--- config.mk ---
export PLATFORM = sky130hd
export DESIGN_NAME = tick_timer_cluster
export DESIGN_NICKNAME = d
export VERILOG_FILES = /design/src/rtl/tick_timer_pkg.sv /design/src/rtl/slow_clk_sync.sv /design/src/rtl/tick_prescaler.sv /design/src/rtl/interval_counter.sv /design/src/rtl/watchdog_counter.sv /design/src/rtl/tick_timer_cluster.sv
export SDC_FILE = /design/constraint.sdc
export NUM_CORES = 1
export LEC_CHECK = 0
export ABC_AREA = 1
export CAP_MARGIN = 10
export CORE_ASPECT_RATIO = 0.5
export CORE_MARGIN = 10
export CORE_UTILIZATION = 43
export CTS_CLUSTER_DIAMETER = 60
export CTS_CLUSTER_SIZE = 30
export DETAILED_ROUTE_END_ITERATION = 8
export GPL_TIMING_DRIVEN = 0
export PLACE_DENSITY = 0.68
export SYNTH_ARGS = -nofsm -noshare
export SYNTH_HDL_FRONTEND = slang
export SYNTH_SLANG_ARGS = --single-unit
--- constraint.sdc ---
create_clock -name clk -period 10.3 [get_ports clk]
set_clock_uncertainty 0.2 [all_clocks]
set_input_delay 1.03 -clock clk [delete_from_list [all_inputs] [get_ports clk]]
set_output_delay 1.03 -clock clk [all_outputs]
set_load 0.01 [all_outputs]
--- src/rtl/tick_timer_pkg.sv ---
package tick_timer_pkg;
  typedef struct packed {
    logic load;
    logic start;
    logic halt;
    logic rr_wr;
  } tmr_cmd_t;
endpackage

--- src/rtl/slow_clk_sync.sv ---
module slow_clk_sync #(
  parameter int STAGES = 2
) (
  input  logic clk,
  input  logic rst_n,
  input  logic async_in,
  output logic rise_tick,
  output logic fall_tick
);
  logic [STAGES-1:0] sync_q, sync_d;
  logic              prev_q, prev_d;

  always_comb begin
    sync_d = {sync_q[STAGES-2:0], async_in};
    prev_d = sync_q[STAGES-1];
  end

  always_ff @(posedge clk or negedge rst_n) begin
    if (!rst_n) begin
      sync_q <= '0;
      prev_q <= 1'b0;
    end else begin
      sync_q <= sync_d;
      prev_q <= prev_d;
    end
  end

  assign rise_tick = sync_q[STAGES-1] & ~prev_q;
  assign fall_tick = ~sync_q[STAGES-1] & prev_q;
endmodule

--- src/rtl/tick_prescaler.sv ---
module tick_prescaler #(
  parameter int DIV = 10
) (
  input  logic clk,
  input  logic rst_n,
  input  logic clear,
  input  logic step,
  output logic carry
);
  localparam int PW = (DIV > 1) ? $clog2(DIV) : 1;
  localparam logic [PW-1:0] LAST = PW'(DIV - 1);

  logic [PW-1:0] phase_q, phase_d;

  always_comb begin
    phase_d = phase_q;
    if (clear) begin
      phase_d = '0;
    end else if (step) begin
      phase_d = (phase_q == LAST) ? '0 : phase_q + 1'b1;
    end
  end

  assign carry = step && !clear && (phase_q == LAST);

  always_ff @(posedge clk or negedge rst_n) begin
    if (!rst_n) phase_q <= '0;
    else        phase_q <= phase_d;
  end
endmodule

--- src/rtl/interval_counter.sv ---
module interval_counter
  import tick_timer_pkg::*;
#(
  parameter int W = 16
) (
  input  logic         clk,
  input  logic         rst_n,
  input  logic         tick,
  input  logic         hold,
  input  logic         ext_mode,
  input  tmr_cmd_t     cmd,
  input  logic [W-1:0] wr_data,
  output logic [W-1:0] count,
  output logic         ovf_pulse,
  output logic         loaded,
  output logic         running
);
  localparam logic [W-1:0] CNT_MAX = '1;

  logic [W-1:0] cnt_q, cnt_d, rr_q, rr_d;
  logic         ld_q, ld_d, run_q, run_d, ovf_q, ovf_d;
  logic         step_en;

  assign step_en = tick && run_q && !hold;

  always_comb begin
    cnt_d = cnt_q;
    rr_d  = rr_q;
    ld_d  = ld_q;
    run_d = run_q;
    ovf_d = 1'b0;
    if (cmd.rr_wr) rr_d = wr_data;
    if (cmd.start) run_d = 1'b1;
    if (cmd.halt)  run_d = 1'b0;
    if (cmd.load) begin
      cnt_d = wr_data;
      ld_d  = 1'b1;
    end else if (step_en) begin
      if (cnt_q == CNT_MAX) begin
        ovf_d = 1'b1;
        cnt_d = (ext_mode && ld_q) ? rr_q : '0;
      end else begin
        cnt_d = cnt_q + 1'b1;
      end
    end
  end

  always_ff @(posedge clk or negedge rst_n) begin
    if (!rst_n) begin
      cnt_q <= '0;
      rr_q  <= '0;
      ld_q  <= 1'b0;
      run_q <= 1'b1;
      ovf_q <= 1'b0;
    end else begin
      cnt_q <= cnt_d;
      rr_q  <= rr_d;
      ld_q  <= ld_d;
      run_q <= run_d;
      ovf_q <= ovf_d;
    end
  end

  assign count     = cnt_q;
  assign ovf_pulse = ovf_q;
  assign loaded    = ld_q;
  assign running   = run_q;
endmodule

--- src/rtl/watchdog_counter.sv ---
module watchdog_counter #(
  parameter int W = 16
) (
  input  logic         clk,
  input  logic         rst_n,
  input  logic         tick,
  input  logic         go,
  input  logic         rr_wr,
  input  logic [W-1:0] wr_data,
  output logic [W-1:0] count,
  output logic [W-1:0] reload_val,
  output logic         timeout_n
);
  localparam logic [W-1:0] CNT_MAX = '1;

  logic [W-1:0] cnt_q, cnt_d, rr_q, rr_d;
  logic         to_n_q, to_n_d;

  always_comb begin
    cnt_d  = cnt_q;
    rr_d   = rr_q;
    to_n_d = to_n_q;
    if (rr_wr) rr_d = wr_data;
    if (go) begin
      cnt_d  = rr_q;
      to_n_d = 1'b1;
    end else if (tick) begin
      cnt_d = cnt_q + 1'b1;
      if (cnt_q == CNT_MAX) to_n_d = 1'b0;
    end
  end

  always_ff @(posedge clk or negedge rst_n) begin
    if (!rst_n) begin
      cnt_q  <= '0;
      rr_q   <= '0;
      to_n_q <= 1'b1;
    end else begin
      cnt_q  <= cnt_d;
      rr_q   <= rr_d;
      to_n_q <= to_n_d;
    end
  end

  assign count      = cnt_q;
  assign reload_val = rr_q;
  assign timeout_n  = to_n_q;
endmodule

--- src/rtl/tick_timer_cluster.sv ---
module tick_timer_cluster
  import tick_timer_pkg::*;
#(
  parameter int CNT_W       = 16,
  parameter int B_DIV       = 10,
  parameter int SYNC_STAGES = 2
) (
  input  logic             clk,
  input  logic             rst_n,
  input  logic             slow_clk,
  input  logic             console_hold,
  input  logic             ext_mode,
  input  logic [CNT_W-1:0] wr_data,
  input  logic             tma_load,
  input  logic             tma_start,
  input  logic             tma_halt,
  input  logic             tma_rr_wr,
  input  logic             tmb_load,
  input  logic             tmb_start,
  input  logic             tmb_halt,
  input  logic             tmb_rr_wr,
  input  logic             wd_rr_wr,
  input  logic             wd_go,
  output logic [CNT_W-1:0] tma_count,
  output logic [CNT_W-1:0] tmb_count,
  output logic [CNT_W-1:0] wd_count,
  output logic             tma_irq,
  output logic             tmb_irq,
  output logic             wd_timeout_n
);
  localparam int NUM_TMR = 2;

  logic [1:0]       rst_pipe_q;
  logic             rst_sync_n;
  logic             rise_tick, fall_tick, b_tick;
  tmr_cmd_t         cmd_v   [NUM_TMR];
  logic [CNT_W-1:0] count_v [NUM_TMR];
  logic             tick_v    [NUM_TMR];
  logic             ovf_v     [NUM_TMR];
  logic             loaded_v  [NUM_TMR];
  logic             running_v [NUM_TMR];
  logic [CNT_W-1:0] wd_rr_q;

  always_ff @(posedge clk or negedge rst_n) begin
    if (!rst_n) rst_pipe_q <= 2'b00;
    else        rst_pipe_q <= {rst_pipe_q[0], 1'b1};
  end
  assign rst_sync_n = rst_pipe_q[1];

  slow_clk_sync #(.STAGES(SYNC_STAGES)) u_sync (
    .clk      (clk),
    .rst_n    (rst_sync_n),
    .async_in (slow_clk),
    .rise_tick(rise_tick),
    .fall_tick(fall_tick)
  );

  tick_prescaler #(.DIV(B_DIV)) u_presc (
    .clk  (clk),
    .rst_n(rst_sync_n),
    .clear(tmb_load),
    .step (rise_tick && running_v[1] && !console_hold),
    .carry(b_tick)
  );

  assign cmd_v[0] = '{load: tma_load, start: tma_start, halt: tma_halt, rr_wr: tma_rr_wr};
  assign cmd_v[1] = '{load: tmb_load, start: tmb_start, halt: tmb_halt, rr_wr: tmb_rr_wr};

  generate
    for (genvar i = 0; i < NUM_TMR; i++) begin : g_tmr
      assign tick_v[i] = (i == 0) ? rise_tick : b_tick;
      interval_counter #(.W(CNT_W)) u_tmr (
        .clk      (clk),
        .rst_n    (rst_sync_n),
        .tick     (tick_v[i]),
        .hold     (console_hold),
        .ext_mode (ext_mode),
        .cmd      (cmd_v[i]),
        .wr_data  (wr_data),
        .count    (count_v[i]),
        .ovf_pulse(ovf_v[i]),
        .loaded   (loaded_v[i]),
        .running  (running_v[i])
      );
    end
  endgenerate

  watchdog_counter #(.W(CNT_W)) u_wd (
    .clk       (clk),
    .rst_n     (rst_sync_n),
    .tick      (fall_tick),
    .go        (wd_go),
    .rr_wr     (wd_rr_wr),
    .wr_data   (wr_data),
    .count     (wd_count),
    .reload_val(wd_rr_q),
    .timeout_n (wd_timeout_n)
  );

  assign tma_count = count_v[0];
  assign tmb_count = count_v[1];
  assign tma_irq   = ovf_v[0];
  assign tmb_irq   = ovf_v[1];
endmodule

==> metrics.yaml <==
status: "finished, final reports clean"
yosysUniqueCellTypes: 41
dp_slack_ns: 7.20
syn_area_um2: 6050
grt_max_degree: 64
min_period_over_period_pct: 26.6
tightest_slew_ns: 0.672
rows: 30
reg2reg_slack_ns: 8.18
postLayoutCellArea_um2: 7410
netlist_top_cells_count: "nand2_1, dfrtp_1, inv_1"
synth.most_common_cell: "nand2_1"
overflow: 0
setup_tns_ns: 0
ys_ff_latch: 112
worstHoldStart: "u_sync.sync_q[0]"
cts_tree: "built"
die_h_um: 104
clock_latency_ns: 0.35
required_ns: 10.39
path_class: "input pin to flip-flop"
finalSetupViolCount: 0
start_util_pct: 44.3
dieWidth_um: 188
synth_area_leader_cell: "dfrtp_1"
cts_resized: 0
synth-edff-count: 0
cp_max_fo: 10
syn_inst: 767
yosysWarnings: 0
hp-class: "flip-flop to flip-flop"
r2r_end: "g_tmr[0].u_tmr.count[8]"
syn_nets: 803
grt_pass1_wl_mm: 27.2
cts_buffers: 9
route.detailed.drc: 0
post_cts_buffers: 0
ys_top_cells_by_area: "dfrtp_1, nand2_1, inv_1"
drtAntennaViolNets: 0
firstDrtPassIters: 5
die_area_um2: 19500
cts-root-buf: "clkbuf_16"
cp.arrival_ns: 2.83
dr.first_iter.drc_count: 385
critPathLaunchType: "input pin"
dp.final_hpwl_mm: 12.5
postLayoutSetupSlackWorst_ns: 7.56
diodes: 0
numPortBuffers: 79
routedWlPerCell_um: 15.7
synth_area_per_cell_um2: 7.88
clk_pin_slew_worst_paths_ns: 0.07
io_pins: 82
globalplace.congestion: 0.881
drive_gt1_share_pct: 8.81
ys_seq_area_share_pct: 46.4
vias: 5345
routed_wl_mm: 16.5
p_per_area_nw_per_um2: 145
yosysTopAreaCellShare_pct: 45.1
finalHoldViolCount: 0
async_flop_share_pct: 100
r2r-start: "u_sync.prev_q"
rr_worst_depth: 9
maxSlewViolCount: 0
fmax_ghz: 0.365
htreeDepth: 3
place_area_um2: 7110
grt_util_all_layers_pct: 16.9
grt_pass1_vias: 5206
critPathCaptureType: "flip-flop"
ir_drop_v: 0.0000657
p_leak_nw: 3.54
fin_crit_ns: 2.74
antenna_found_initial: 0
cap_violations: 0
stdcell_count: 1055
whs_path_depth: 0
cts_max_path_buffers: 2
cts_sinks: 112
area_delta_synth_final_pct: 22.5
ys.flop_type: "dfrtp_1"
post-place-cells: 1039
holdBufCountCts: 0
fin_nets: 894
max_slew_margin_pct: 55.2
coreArea_um2: 13700
viasPerCell: 5.07
power.total_w: 0.00107
worstHoldEndpoint: "u_sync.sync_q[1]"
rsz0062_at_grt: "false"
[per-stage QoR]
step                utilization, %  hold slack [ns]
floorplan                        -            0.131
global placement              51.8            0.135
detailed placement            52.0            0.137
CTS                           54.2            0.154
global route                  54.2            0.161
finish                        54.2            0.150
[sequential cells by signal, indices dropped and copies added, names as in the netlist]
register	count
u_wd.timeout_n	1
g_tmr.u_tmr.rr_q	32
u_sync.sync_q	2
u_sync.prev_q	1
g_tmr.u_tmr.ovf_pulse	2
u_presc.phase_q	4
u_wd.count	16
u_wd.reload_val	16
g_tmr.u_tmr.count	32
rst_pipe_q	2
g_tmr.u_tmr.loaded	2
g_tmr.u_tmr.running	2
[metal layers]
layer | share of wire [%] | GRT usage (%) | vias to the layer above
li1 | - | - | 2634
met1 | 48 | 23.3 | 2531
met2 | 45 | 26.0 | 164
met3 | 6.1 | 4.18 | 16
met4 | 1.0 | 3.58 | 0
met5 | 0 | 0 | -
[area by class of cell]
cell class / instances / area [µm²]
fillers: 1310 / 6250
inverters: 102 / 383
well taps: 192 / 240
multi-input cells: 534 / 2770
repair buffers: 80 / 818
flip-flops and latches: 112 / 2810
plain buffers: 19 / 83.8
clock buffers: 11 / 243
clock inverters: 5 / 56.3
[layout by cell type, fill, tap and decap left out, types with 2 or more instances in the layout]
master | netlist | routed
o211ai_1 | 2 | 2
nand2_2 | 2 | 2
nor3_1 | 4 | 4
nand2_1 | 225 | 225
clkbuf_1 | 12 | 13
nand4_1 | 10 | 10
o22ai_1 | 7 | 7
dfstp_2 | 3 | 3
clkinv_2 | 0 | 2
nand2_4 | 3 | 3
ha_1 | 5 | 5
o21ai_2 | 3 | 3
o21ai_0 | 49 | 49
o21bai_1 | 8 | 8
inv_2 | 2 | 2
nand3_1 | 67 | 67
nor2_1 | 54 | 54
o21ai_1 | 6 | 6
inv_1 | 100 | 100
dfrtp_1 | 109 | 108
a21boi_0 | 6 | 6
or2_2 | 4 | 4
xnor2_1 | 7 | 7
o221ai_1 | 2 | 2
clkbuf_16 | 0 | 9
buf_2 | 4 | 4
xor2_1 | 14 | 14
clkdlybuf4s50_1 | 0 | 79
nor3_4 | 2 | 2
nand3_2 | 2 | 2
mux2_2 | 21 | 21
nor2_2 | 7 | 7
a21oi_1 | 11 | 11
a21boi_1 | 5 | 5
buf_1 | 2 | 2
[logic make-up (layout without fill, tap and decap cells)]
kind of cell    count (synthesis)  count (layout)  share of synthesized area (%)
other cells                     1               1                         0.0620
flops                         112             112                           46.4
simple gates                  386             386                           28.1
fa+ha+maj                       5               5                           1.03
xor+xnor                       21              21                           3.04
mux                            21              21                           3.91
compound gates                100             100                           9.72
buf+inv                       121             217                           7.72
[critical path, cell delays in order]
cell	delay, ns
clkdlybuf4s50_1	0.45
inv_1	0.05
nand3_1	0.21
inv_1	0.12
nor2_2	0.25
inv_1	0.09
clkbuf_1	0.25
o21ai_0	0.22
inv_1	0.06
nand2_1	0.09
[how the worst max path moves through the flow]
stage	from	to	slack (ns)
floorplan	rst_pipe_q[1]	g_tmr[0].u_tmr.count[0]	6.75
global placement	rst_pipe_q[1]	u_wd.count[14]	5.40
detailed placement	console_hold	g_tmr[0].u_tmr.count[8]	7.20
CTS	console_hold	g_tmr[0].u_tmr.count[8]	7.56
global route	console_hold	g_tmr[0].u_tmr.count[9]	7.41
finish	console_hold	g_tmr[0].u_tmr.count[8]	7.56
[report_power, final]
group / switching [W] / internal [W] / leakage (nW)
clock: 0.000161 / 0.000196 / 0.146
combinational: 0.000102 / 0.0000910 / 2.05
sequential: 0.0000426 / 0.000479 / 1.34
Note: power is estimated with default switching activity, not from simulation.
